$ cat src/rtl/rspi_pkg.sv
package rspi_pkg;

  localparam int BYTE_W      = 8;
  localparam int REG_AW      = 5;
  localparam int NREG        = 1 << REG_AW;
  localparam logic [REG_AW-1:0] STATUS_ADDR = 5'h07;
  localparam logic [REG_AW-1:0] QSTAT_ADDR  = 5'h17;
  localparam logic [BYTE_W-1:0] ACT_KEY     = 8'h73;

  // Flag positions inside the status word (host-visible, bit positions matter)
  localparam int BIT_RXDR  = 6;
  localparam int BIT_TXDS  = 5;
  localparam int BIT_MAXRT = 4;

  typedef enum logic [3:0] {
    OP_RREG, OP_WREG, OP_ACT, OP_PLWID, OP_RXRD, OP_TXWR,
    OP_ACKWR, OP_FLTX, OP_FLRX, OP_REUSE, OP_NOP, OP_BAD
  } op_e;

  typedef enum logic [2:0] {
    PH_CMD, PH_RREG, PH_WREG, PH_ACT, PH_WID, PH_RXRD, PH_TXWR, PH_SKIP
  } phase_e;

  function automatic op_e decode_op(input logic [BYTE_W-1:0] b);
    op_e r;
    casez (b)
      8'b000?_????: r = OP_RREG;
      8'b001?_????: r = OP_WREG;
      8'h50:        r = OP_ACT;
      8'h60:        r = OP_PLWID;
      8'h61:        r = OP_RXRD;
      8'hA0:        r = OP_TXWR;
      8'b1010_1???: r = OP_ACKWR;
      8'hE1:        r = OP_FLTX;
      8'hE2:        r = OP_FLRX;
      8'hE3:        r = OP_REUSE;
      8'hFF:        r = OP_NOP;
      default:      r = OP_BAD;
    endcase
    return r;
  endfunction

  function automatic logic [BYTE_W-1:0] status_word(
    input logic rx_dr, input logic tx_ds, input logic max_rt,
    input logic rx_empty, input logic tx_full);
    logic [2:0] pipe;
    pipe = rx_empty ? 3'b111 : 3'b000;
    return {1'b0, rx_dr, tx_ds, max_rt, pipe, tx_full};
  endfunction

  function automatic logic [BYTE_W-1:0] qstat_word(
    input logic reuse, input logic tx_full, input logic tx_empty,
    input logic rx_full, input logic rx_empty);
    return {1'b0, reuse, tx_full, tx_empty, 2'b00, rx_full, rx_empty};
  endfunction

  // Next value of a write-one-to-clear flag: a set pulse wins over a clear
  function automatic logic w1c_next(input logic cur, input logic set,
                                    input logic clr);
    return set | (cur & ~clr);
  endfunction

endpackage

$ cat src/rtl/rspi_shifter.sv
module rspi_shifter
  import rspi_pkg::*;
(
  input  logic              clk,
  input  logic              rst_n,
  input  logic              csn,
  input  logic              sck,
  input  logic              mosi,
  input  logic [BYTE_W-1:0] status_in,
  input  logic [BYTE_W-1:0] next_in,
  output logic              miso,
  output logic              cs_act,
  output logic              byte_done,
  output logic [BYTE_W-1:0] rx_byte,
  output logic              load_stb
);
  localparam int CNT_W = $clog2(BYTE_W);

  logic [2:0] csn_q, sck_q;
  logic [1:0] mosi_q;
  logic [CNT_W-1:0] bitcnt;
  logic [BYTE_W-1:0] shin, shout;
  logic cs_start, cs_end, sck_rise, sck_fall;

  always_ff @(posedge clk or negedge rst_n) begin
    if (!rst_n) begin
      csn_q  <= '1;
      sck_q  <= '0;
      mosi_q <= '0;
    end else begin
      csn_q  <= {csn_q[1:0], csn};
      sck_q  <= {sck_q[1:0], sck};
      mosi_q <= {mosi_q[0], mosi};
    end
  end

  assign cs_act   = ~csn_q[1];
  assign cs_start = csn_q[2] & ~csn_q[1];
  assign cs_end   = ~csn_q[2] & csn_q[1];
  assign sck_rise = cs_act & sck_q[1] & ~sck_q[2];
  assign sck_fall = cs_act & ~sck_q[1] & sck_q[2];

  always_ff @(posedge clk or negedge rst_n) begin
    if (!rst_n) begin
      bitcnt    <= '0;
      shin      <= '0;
      shout     <= '0;
      byte_done <= 1'b0;
      load_stb  <= 1'b0;
    end else if (cs_start) begin
      bitcnt    <= '0;
      shin      <= '0;
      shout     <= status_in;
      byte_done <= 1'b0;
      load_stb  <= 1'b0;
    end else if (!cs_act) begin
      bitcnt    <= '0;
      byte_done <= 1'b0;
      load_stb  <= 1'b0;
    end else begin
      byte_done <= 1'b0;
      load_stb  <= 1'b0;
      if (sck_rise) begin
        shin   <= {shin[BYTE_W-2:0], mosi_q[1]};
        bitcnt <= bitcnt + 1'b1;
        if (bitcnt == CNT_W'(BYTE_W-1)) byte_done <= 1'b1;
      end
      if (sck_fall) begin
        if (bitcnt == '0) begin
          shout    <= next_in;
          load_stb <= 1'b1;
        end else begin
          shout <= {shout[BYTE_W-2:0], 1'b0};
        end
      end
    end
  end

  assign rx_byte = shin;
  assign miso    = cs_act & shout[BYTE_W-1];

  AST_PARTIAL_DISCARD: assert property (@(posedge clk) disable iff (!rst_n)
    cs_end |=> (bitcnt == '0) && !byte_done);
  AST_DONE_ONE_SHOT: assert property (@(posedge clk) disable iff (!rst_n)
    byte_done |=> !byte_done);

endmodule

$ cat src/rtl/rspi_fifo.sv
module rspi_fifo
  import rspi_pkg::*;
#(
  parameter int AW = 3
) (
  input  logic              clk,
  input  logic              rst_n,
  input  logic              push,
  input  logic [BYTE_W-1:0] din,
  input  logic              pop,
  input  logic              flush,
  output logic [BYTE_W-1:0] dout,
  output logic              empty,
  output logic              full
);
  localparam int DEPTH = 1 << AW;

  logic [BYTE_W-1:0] mem [DEPTH];
  logic [AW-1:0] rp, wp;
  logic [AW:0]   count;
  logic do_push, do_pop;

  assign empty   = (count == '0);
  assign full    = (count == (AW+1)'(DEPTH));
  assign do_push = push & ~full & ~flush;
  assign do_pop  = pop & ~empty & ~flush;
  assign dout    = empty ? '0 : mem[rp];

  always_ff @(posedge clk) begin
    if (do_push) mem[wp] <= din;
  end

  always_ff @(posedge clk or negedge rst_n) begin
    if (!rst_n) begin
      rp    <= '0;
      wp    <= '0;
      count <= '0;
    end else if (flush) begin
      rp    <= '0;
      wp    <= '0;
      count <= '0;
    end else begin
      if (do_push) wp <= wp + 1'b1;
      if (do_pop)  rp <= rp + 1'b1;
      case ({do_push, do_pop})
        2'b10:   count <= count + 1'b1;
        2'b01:   count <= count - 1'b1;
        default: count <= count;
      endcase
    end
  end

  AST_NO_OVERFLOW: assert property (@(posedge clk) disable iff (!rst_n)
    (full && push && !pop && !flush) |=> full && (count == $past(count)));
  AST_NO_UNDERFLOW: assert property (@(posedge clk) disable iff (!rst_n)
    (empty && pop && !push) |=> empty);
  AST_FLUSH_EMPTIES: assert property (@(posedge clk) disable iff (!rst_n)
    flush |=> empty);

endmodule

$ cat src/rtl/rspi_regs.sv
module rspi_regs
  import rspi_pkg::*;
(
  input  logic              clk,
  input  logic              rst_n,
  input  logic              wr_en,
  input  logic [REG_AW-1:0] wr_addr,
  input  logic [BYTE_W-1:0] wr_data,
  input  logic [REG_AW-1:0] rd_addr,
  output logic [BYTE_W-1:0] rd_data,
  input  logic              rx_set,
  input  logic              tx_set,
  input  logic              mrt_set,
  input  logic              rx_empty,
  input  logic              rx_full,
  input  logic              tx_empty,
  input  logic              tx_full,
  input  logic              reuse,
  output logic [BYTE_W-1:0] status,
  output logic              irq_n
);
  logic [NREG-1:0][BYTE_W-1:0] plain_q;
  logic rx_dr, tx_ds, max_rt;
  logic st_wr;

  generate
    for (genvar g = 0; g < NREG; g++) begin : g_reg
      if (g == int'(STATUS_ADDR) || g == int'(QSTAT_ADDR)) begin : g_special
        assign plain_q[g] = '0;
      end else begin : g_plain
        logic [BYTE_W-1:0] q;
        always_ff @(posedge clk or negedge rst_n) begin
          if (!rst_n)                                q <= '0;
          else if (wr_en && wr_addr == REG_AW'(g))   q <= wr_data;
        end
        assign plain_q[g] = q;
      end
    end
  endgenerate

  assign st_wr = wr_en && (wr_addr == STATUS_ADDR);

  always_ff @(posedge clk or negedge rst_n) begin
    if (!rst_n) begin
      rx_dr  <= 1'b0;
      tx_ds  <= 1'b0;
      max_rt <= 1'b0;
    end else begin
      rx_dr  <= w1c_next(rx_dr,  rx_set,  st_wr & wr_data[BIT_RXDR]);
      tx_ds  <= w1c_next(tx_ds,  tx_set,  st_wr & wr_data[BIT_TXDS]);
      max_rt <= w1c_next(max_rt, mrt_set, st_wr & wr_data[BIT_MAXRT]);
    end
  end

  assign status = status_word(rx_dr, tx_ds, max_rt, rx_empty, tx_full);
  assign irq_n  = ~(rx_dr | tx_ds | max_rt);

  always_comb begin
    if (rd_addr == STATUS_ADDR)     rd_data = status;
    else if (rd_addr == QSTAT_ADDR) rd_data = qstat_word(reuse, tx_full, tx_empty, rx_full, rx_empty);
    else                            rd_data = plain_q[rd_addr];
  end

  AST_W1C_CLEARS: assert property (@(posedge clk) disable iff (!rst_n)
    (st_wr && wr_data[BIT_RXDR] && !rx_set) |=> !rx_dr);
  AST_W1C_ZERO_KEEPS: assert property (@(posedge clk) disable iff (!rst_n)
    (tx_ds && !(st_wr && wr_data[BIT_TXDS])) |=> tx_ds);
  AST_SET_WINS: assert property (@(posedge clk) disable iff (!rst_n)
    mrt_set |=> max_rt && !irq_n);

endmodule

$ cat src/rtl/rspi_cmd_decoder.sv
module rspi_cmd_decoder
  import rspi_pkg::*;
#(
  parameter int PAYLOAD_W = 4,
  parameter int RX_AW     = 3,
  parameter int TX_AW     = 3
) (
  input  logic       clk,
  input  logic       rst_n,
  input  logic       spi_csn,
  input  logic       spi_sck,
  input  logic       spi_mosi,
  output logic       spi_miso,
  input  logic       rx_push,
  input  logic [7:0] rx_push_data,
  input  logic       rx_pkt_stb,
  input  logic       tx_pop,
  output logic [7:0] tx_head,
  output logic       tx_empty,
  input  logic       tx_sent_stb,
  input  logic       max_rt_stb,
  output logic       irq_n,
  output logic       feat_en
);
  localparam logic [BYTE_W-1:0] WIDTH_BYTE = BYTE_W'(PAYLOAD_W);

  logic cs_act, byte_done, load_stb;
  logic [BYTE_W-1:0] rx_byte, status, rd_data, rx_head;
  logic rx_empty, rx_full, tx_full;

  phase_e phase;
  logic [REG_AW-1:0] addr;
  logic [BYTE_W-1:0] next_byte;
  logic next_fifo, sh_fifo, prep_q, reuse;
  op_e cmd_op;

  // Named internal events
  logic in_cmd, in_data, wr_en, tx_push_w, tx_flush_w, rx_flush_w, rx_pop_w;

  assign cmd_op     = decode_op(rx_byte);
  assign in_cmd     = byte_done && (phase == PH_CMD);
  assign in_data    = byte_done && (phase != PH_CMD);
  assign wr_en      = in_data && (phase == PH_WREG);
  assign tx_push_w  = in_data && (phase == PH_TXWR);
  assign rx_pop_w   = in_data && (phase == PH_RXRD) && sh_fifo;
  assign tx_flush_w = in_cmd && (cmd_op == OP_FLTX);
  assign rx_flush_w = in_cmd && (cmd_op == OP_FLRX);

  rspi_shifter u_shift (
    .clk, .rst_n,
    .csn       (spi_csn),
    .sck       (spi_sck),
    .mosi      (spi_mosi),
    .status_in (status),
    .next_in   (next_byte),
    .miso      (spi_miso),
    .cs_act    (cs_act),
    .byte_done (byte_done),
    .rx_byte   (rx_byte),
    .load_stb  (load_stb)
  );

  rspi_fifo #(.AW(RX_AW)) u_rxq (
    .clk, .rst_n,
    .push  (rx_push),
    .din   (rx_push_data),
    .pop   (rx_pop_w),
    .flush (rx_flush_w),
    .dout  (rx_head),
    .empty (rx_empty),
    .full  (rx_full)
  );

  rspi_fifo #(.AW(TX_AW)) u_txq (
    .clk, .rst_n,
    .push  (tx_push_w),
    .din   (rx_byte),
    .pop   (tx_pop),
    .flush (tx_flush_w),
    .dout  (tx_head),
    .empty (tx_empty),
    .full  (tx_full)
  );

  rspi_regs u_regs (
    .clk, .rst_n,
    .wr_en    (wr_en),
    .wr_addr  (addr),
    .wr_data  (rx_byte),
    .rd_addr  (addr),
    .rd_data  (rd_data),
    .rx_set   (rx_pkt_stb),
    .tx_set   (tx_sent_stb),
    .mrt_set  (max_rt_stb),
    .rx_empty (rx_empty),
    .rx_full  (rx_full),
    .tx_empty (tx_empty),
    .tx_full  (tx_full),
    .reuse    (reuse),
    .status   (status),
    .irq_n    (irq_n)
  );

  // Transaction state: cleared whenever chip select is inactive
  always_ff @(posedge clk or negedge rst_n) begin
    if (!rst_n) begin
      phase     <= PH_CMD;
      addr      <= '0;
      next_byte <= '0;
      next_fifo <= 1'b0;
      sh_fifo   <= 1'b0;
      prep_q    <= 1'b0;
    end else if (!cs_act) begin
      phase     <= PH_CMD;
      next_byte <= '0;
      next_fifo <= 1'b0;
      sh_fifo   <= 1'b0;
      prep_q    <= 1'b0;
    end else begin
      prep_q <= byte_done;
      if (load_stb) sh_fifo <= next_fifo;
      if (in_cmd) begin
        addr <= rx_byte[REG_AW-1:0];
        case (cmd_op)
          OP_RREG:           phase <= PH_RREG;
          OP_WREG:           phase <= PH_WREG;
          OP_ACT:            phase <= PH_ACT;
          OP_PLWID:          phase <= PH_WID;
          OP_RXRD:           phase <= PH_RXRD;
          OP_TXWR, OP_ACKWR: phase <= PH_TXWR;
          default:           phase <= PH_SKIP;
        endcase
      end
      if (in_data) begin
        case (phase)
          PH_RREG, PH_WREG: addr <= addr + 1'b1;
          PH_ACT, PH_WID:   phase <= PH_SKIP;
          default:          ;
        endcase
      end
      // One cycle after a byte completes, prepare the byte shifted out next
      if (prep_q) begin
        case (phase)
          PH_RREG: begin next_byte <= rd_data; next_fifo <= 1'b0; end
          PH_WID:  begin next_byte <= rx_empty ? '0 : WIDTH_BYTE; next_fifo <= 1'b0; end
          PH_RXRD: begin next_byte <= rx_head; next_fifo <= ~rx_empty; end
          default: begin next_byte <= '0; next_fifo <= 1'b0; end
        endcase
      end
    end
  end

  // Persistent command effects
  always_ff @(posedge clk or negedge rst_n) begin
    if (!rst_n) begin
      reuse   <= 1'b0;
      feat_en <= 1'b0;
    end else begin
      if (in_cmd && cmd_op == OP_REUSE)                          reuse <= 1'b1;
      else if (in_cmd && (cmd_op == OP_FLTX || cmd_op == OP_TXWR)) reuse <= 1'b0;
      if (in_data && phase == PH_ACT && rx_byte == ACT_KEY)      feat_en <= ~feat_en;
    end
  end

  AST_SKIP_INERT: assert property (@(posedge clk) disable iff (!rst_n)
    (phase == PH_SKIP) |-> !tx_push_w && !rx_pop_w && !wr_en);
  AST_TX_FLUSH_EMPTY: assert property (@(posedge clk) disable iff (!rst_n)
    tx_flush_w |=> tx_empty);
  AST_REUSE_SET: assert property (@(posedge clk) disable iff (!rst_n)
    (in_cmd && cmd_op == OP_REUSE) |=> reuse);
  AST_POP_ONLY_FIFO_BYTE: assert property (@(posedge clk) disable iff (!rst_n)
    rx_pop_w |-> !rx_empty);
  AST_FEAT_ONLY_ON_KEY: assert property (@(posedge clk) disable iff (!rst_n)
    !(in_data && phase == PH_ACT) |=> $stable(feat_en));

endmodule

$ cat config.mk
export PLATFORM = sky130hd
export DESIGN_NAME = rspi_cmd_decoder
export DESIGN_NICKNAME = d
export VERILOG_FILES = /design/src/rtl/rspi_pkg.sv /design/src/rtl/rspi_shifter.sv /design/src/rtl/rspi_fifo.sv /design/src/rtl/rspi_regs.sv /design/src/rtl/rspi_cmd_decoder.sv
export SDC_FILE = /design/constraint.sdc
export NUM_CORES = 1
export LEC_CHECK = 0
export BUFFER_PORTS_ARGS = -buffer_cell sky130_fd_sc_hd__buf_2
export CAP_MARGIN = 20
export CORE_MARGIN = 3
export CORE_UTILIZATION = 59
export CTS_BUF_LIST = sky130_fd_sc_hd__clkbuf_4 sky130_fd_sc_hd__clkbuf_8
export DETAILED_ROUTE_END_ITERATION = 10
export PLACE_DENSITY = 0.9
export SLEW_MARGIN = 20
export SYNTH_ARGS = -nofsm -noshare
export SYNTH_HDL_FRONTEND = slang
export SYNTH_SLANG_ARGS = --single-unit
$ cat constraint.sdc
create_clock -name clk -period 2.55 [get_ports clk]
set_input_delay 0.51 -clock clk [delete_from_list [all_inputs] [get_ports clk]]
set_output_delay 0.51 -clock clk [all_outputs]
set_load 0.01 [all_outputs]
==> results.cfg <==
[setup_path]
worstPathCellList = or2_4 -> or4_4 -> o211ai_4 -> and3_4 -> nor3_2 -> ha_1 -> o21ai_1 -> nor4b_2 -> a31oi_1 -> xor2_1 -> nor2_1
worst_path_max_delay_cell = or4_4
rrSetupSlack_ps = -90
cp.required_ps = 3020
reg2reg_to = u_txq.count[3]
ff2ff_path_depth = 11
critPathTopFamily = simple AND/OR/NAND/NOR gates
path_max_fanout = 4
start_kind = register
crit_type = register to register
cp_num_buf_inv = 0
reg2reg_from = u_shift.rx_byte[3]
cp.arrival_ps = 3110
cp-end-kind = register
slowest_delay_ps = 440

[pwr]
power_frac_comb_pct = 11.4
power_mw = 16.0
vdd_drop_max_mv = 0.619
power_switching_mw = 3.93
p_leak_nw = 9.89
seqPwrFrac_pct = 48.8
p_clk_share_pct = 39.8
swShare_pct = 24.6
p_int_mw = 12.1
powerDensity_nw_per_um2 = 696

[floorplanning]
fp.coreArea_um2 = 32900
start_util_pct = 60.5
io_pins = 30
row_count = 66
die_height_um = 190
dieArea_um2 = 36000
die_width_um = 190

[layout]
nets = 1632
fill_cells = 2034
final_cell_mix = 304 x dfrtp_1, 193 x mux2_2, 128 x edfxtp_1
layout_commonest_cell = dfrtp_1
instances_no_fill = 2093
drive_gt1_share_pct = 36.3
antenna-diode-count = 0
area_growth_pct = 15.3

[clock_tree]
htreeDepth = 3
cts_buffers = 71
clock_path_buffers = 3
cts_sinks = 441
clk_pin_slew_ps = 60
cts_tree = yes
cts_root_buffer = clkbuf_8
clock_latency_ps = 610

[drt]
final_antenna_net_count = 0
via_per_inst = 6.51
route.detailed.drc = 0
first_pass_iters = 6
vias = 13600
drt-initial-drc-count = 1458
avgRoutedWirePerCell_um = 23.7
wirelength_mm = 49.7

[sta]
holdWs_ps = 30.5
relSlewSlack_pct = 49.3
finalCritPeriodShare_pct = 103
skew_ps = 36.7
setup_viol = 4
maxSlewViolCount = 0
fmax_ghz = 0.379
fin_ws_ps = -87.5
tightest_slew_ps = 756
rsz0062_at_grt = true
hold_viol_final = 0
fin_crit_ps = 2640
tns_ps = -173

[hold_path]
holdPathStages = 1
hp-start = spi_mosi
whs_endpoint = u_shift.mosi_q[0]
hold_class = input pin to register

[yosys]
synth.distinct_cells = 69
syn_inst = 1458
yosysSeqAreaShare_pct = 58.6
synthesis.nets = 1493
syn-cell-area_um2 = 19900
synth-edff-count = 128
async_flop_share_pct = 71.0
ys.flop_type = dfrtp_1
avgSynthCellArea_um2 = 13.7
ys_seq_elements = 441
ys_warn_count = 0

[placement]
dpl.hpwl_mm = 33.0
dp_cells = 1956
place_congestion = 0.948
port_buffers = 29

[global_routing]
overflow = 0
grt_pass1_vias = 14300
grt_first_pass_wirelength_mm = 78.7
track_usage_pct = 28.0
grt_max_degree = 67
antenna_found_initial = 1

[flow_run]
maxCapViolations = 0

[status]
violations = setup timing
status = finished, violations left
## final cells by class
type                       count  area, um2  share of cell area [%]
timing repair buffer         166       1320                    5.73
inverter                      18       67.6                   0.294
tap                          442        553                    2.41
sequential                   441      11700                    50.9
clock buffer                 118       1440                    6.25
multi-input combinational    899       7840                    34.1
clock inverter                 9       78.8                   0.343
## metrics by stage
step	setup slack, ps	area (um2)	utilization, %
6_report	-87.5	23000	69.8
5_1_grt	-222	23000	69.8
4_1_cts	-117	23000	69.7
3_5_place_dp	-71.9	21300	64.7
3_3_place_gp	-72.9	21300	64.7
2_1_floorplan	-102	20000	-
## cells in the mapped netlist (10+ instances only)
cell	count	area [um2]
a221o_1	13	130
nand2b_1	12	75.1
nor3_1	27	135
dfrtp_1	310	7760
clkbuf_1	62	233
a21oi_1	33	165
mux4_2	77	1730
edfxtp_1	128	3840
nor2_1	73	274
nand3_1	35	175
xnor2_1	10	87.6
mux2i_1	49	490
nor2b_1	11	68.8
nand2_1	114	428
ha_1	17	213
mux2_2	193	2170
o21ai_0	92	460
buf_2	28	140
inv_1	16	60.1
## worst max path at each step
| stage | startpoint | endpoint | slack (ps) | cells past startpoint |
|---|---|---|---|---|
| 3_3_place_gp | u_shift.rx_byte[3] | u_txq.count[3] | -70 | 10 |
| 4_1_cts | u_txq.rp[0] | tx_head[1] | -120 | 5 |
| 3_5_place_dp | u_shift.rx_byte[3] | u_txq.count[3] | -70 | 10 |
| 5_1_grt | u_shift.rx_byte[3] | u_txq.count[3] | -220 | 11 |
| 6_report | u_shift.rx_byte[3] | u_txq.count[3] | -90 | 11 |
| 2_1_floorplan | u_shift.rx_byte[3] | u_txq.count[3] | -100 | 11 |
## registers in the layout, indices dropped and copies added, names as in the netlist, 2 cells and up
name	flops
u_shift.shout	8
u_shift.bitcnt	3
addr	5
u_txq.count	4
u_rxq.rp	3
u_shift.mosi_q	2
u_rxq.wp	3
next_byte	8
phase	3
u_txq.rp	3
u_rxq.count	4
u_shift.rx_byte	8
u_txq.wp	3
u_txq.mem	64
u_regs.g.g_plain.q	240
u_shift.sck_q	3
u_shift.csn_q	3
u_rxq.mem	64
## power groups by stage
stage | Sequential [mW] | Clock, mW | Combinational, mW
finish | 7.81 | 6.36 | 1.82
global route | 7.83 | 6.75 | 1.99
CTS | 7.80 | 6.41 | 1.83
detailed placement | 7.91 | 0 | 1.67
global placement | 7.89 | 0 | 1.60
floorplan | 7.84 | 0 | 1.01
## logic make-up after synthesis
kind of cell | after synthesis | synth area share (%)
AOI/OAI and AO/OA | 214 | 6.82
xor gates and xnor gates | 19 | 0.873
adders and majority gates | 17 | 1.07
buffers and inverters | 118 | 2.52
DFF | 441 | 58.6
muxes | 319 | 22.1
and+or+nand+nor | 330 | 8.06
## worst reg2reg max path: cells and delay by family (launching register included)
| kind | cells | cell delay (ps) |
|---|---|---|
| fa+ha+maj | 1 | 320 |
| flops | 1 | 420 |
| simple gates | 6 | 1150 |
| xor+xnor | 1 | 170 |
| compound gates | 3 | 440 |
## timing repair
| action | 4_1_cts | 5_1_grt |
|---|---|---|
| pin swaps | 3 | 3 |
| setup endpoints to repair | 10 | 36 |
| cloned | 1 | 0 |
| hold endpoints to repair | 55 | 0 |
| hold buffers | 2 | 0 |
| gates resized for setup | 4 | 10 |
| buffers inserted | 7 | 1 |
## per-layer routing
metal | vias to the layer above | global-route usage, % | wire length, um
met2 | 757 | 46.3 | 24800
met1 | 6952 | 36.2 | 18900
li1 | 5736 | - | -
met3 | 171 | 5.73 | 3920
met4 | 0 | 12.9 | 2030
met5 | - | 0 | 0
Note: power is estimated with default switching activity, not from simulation.
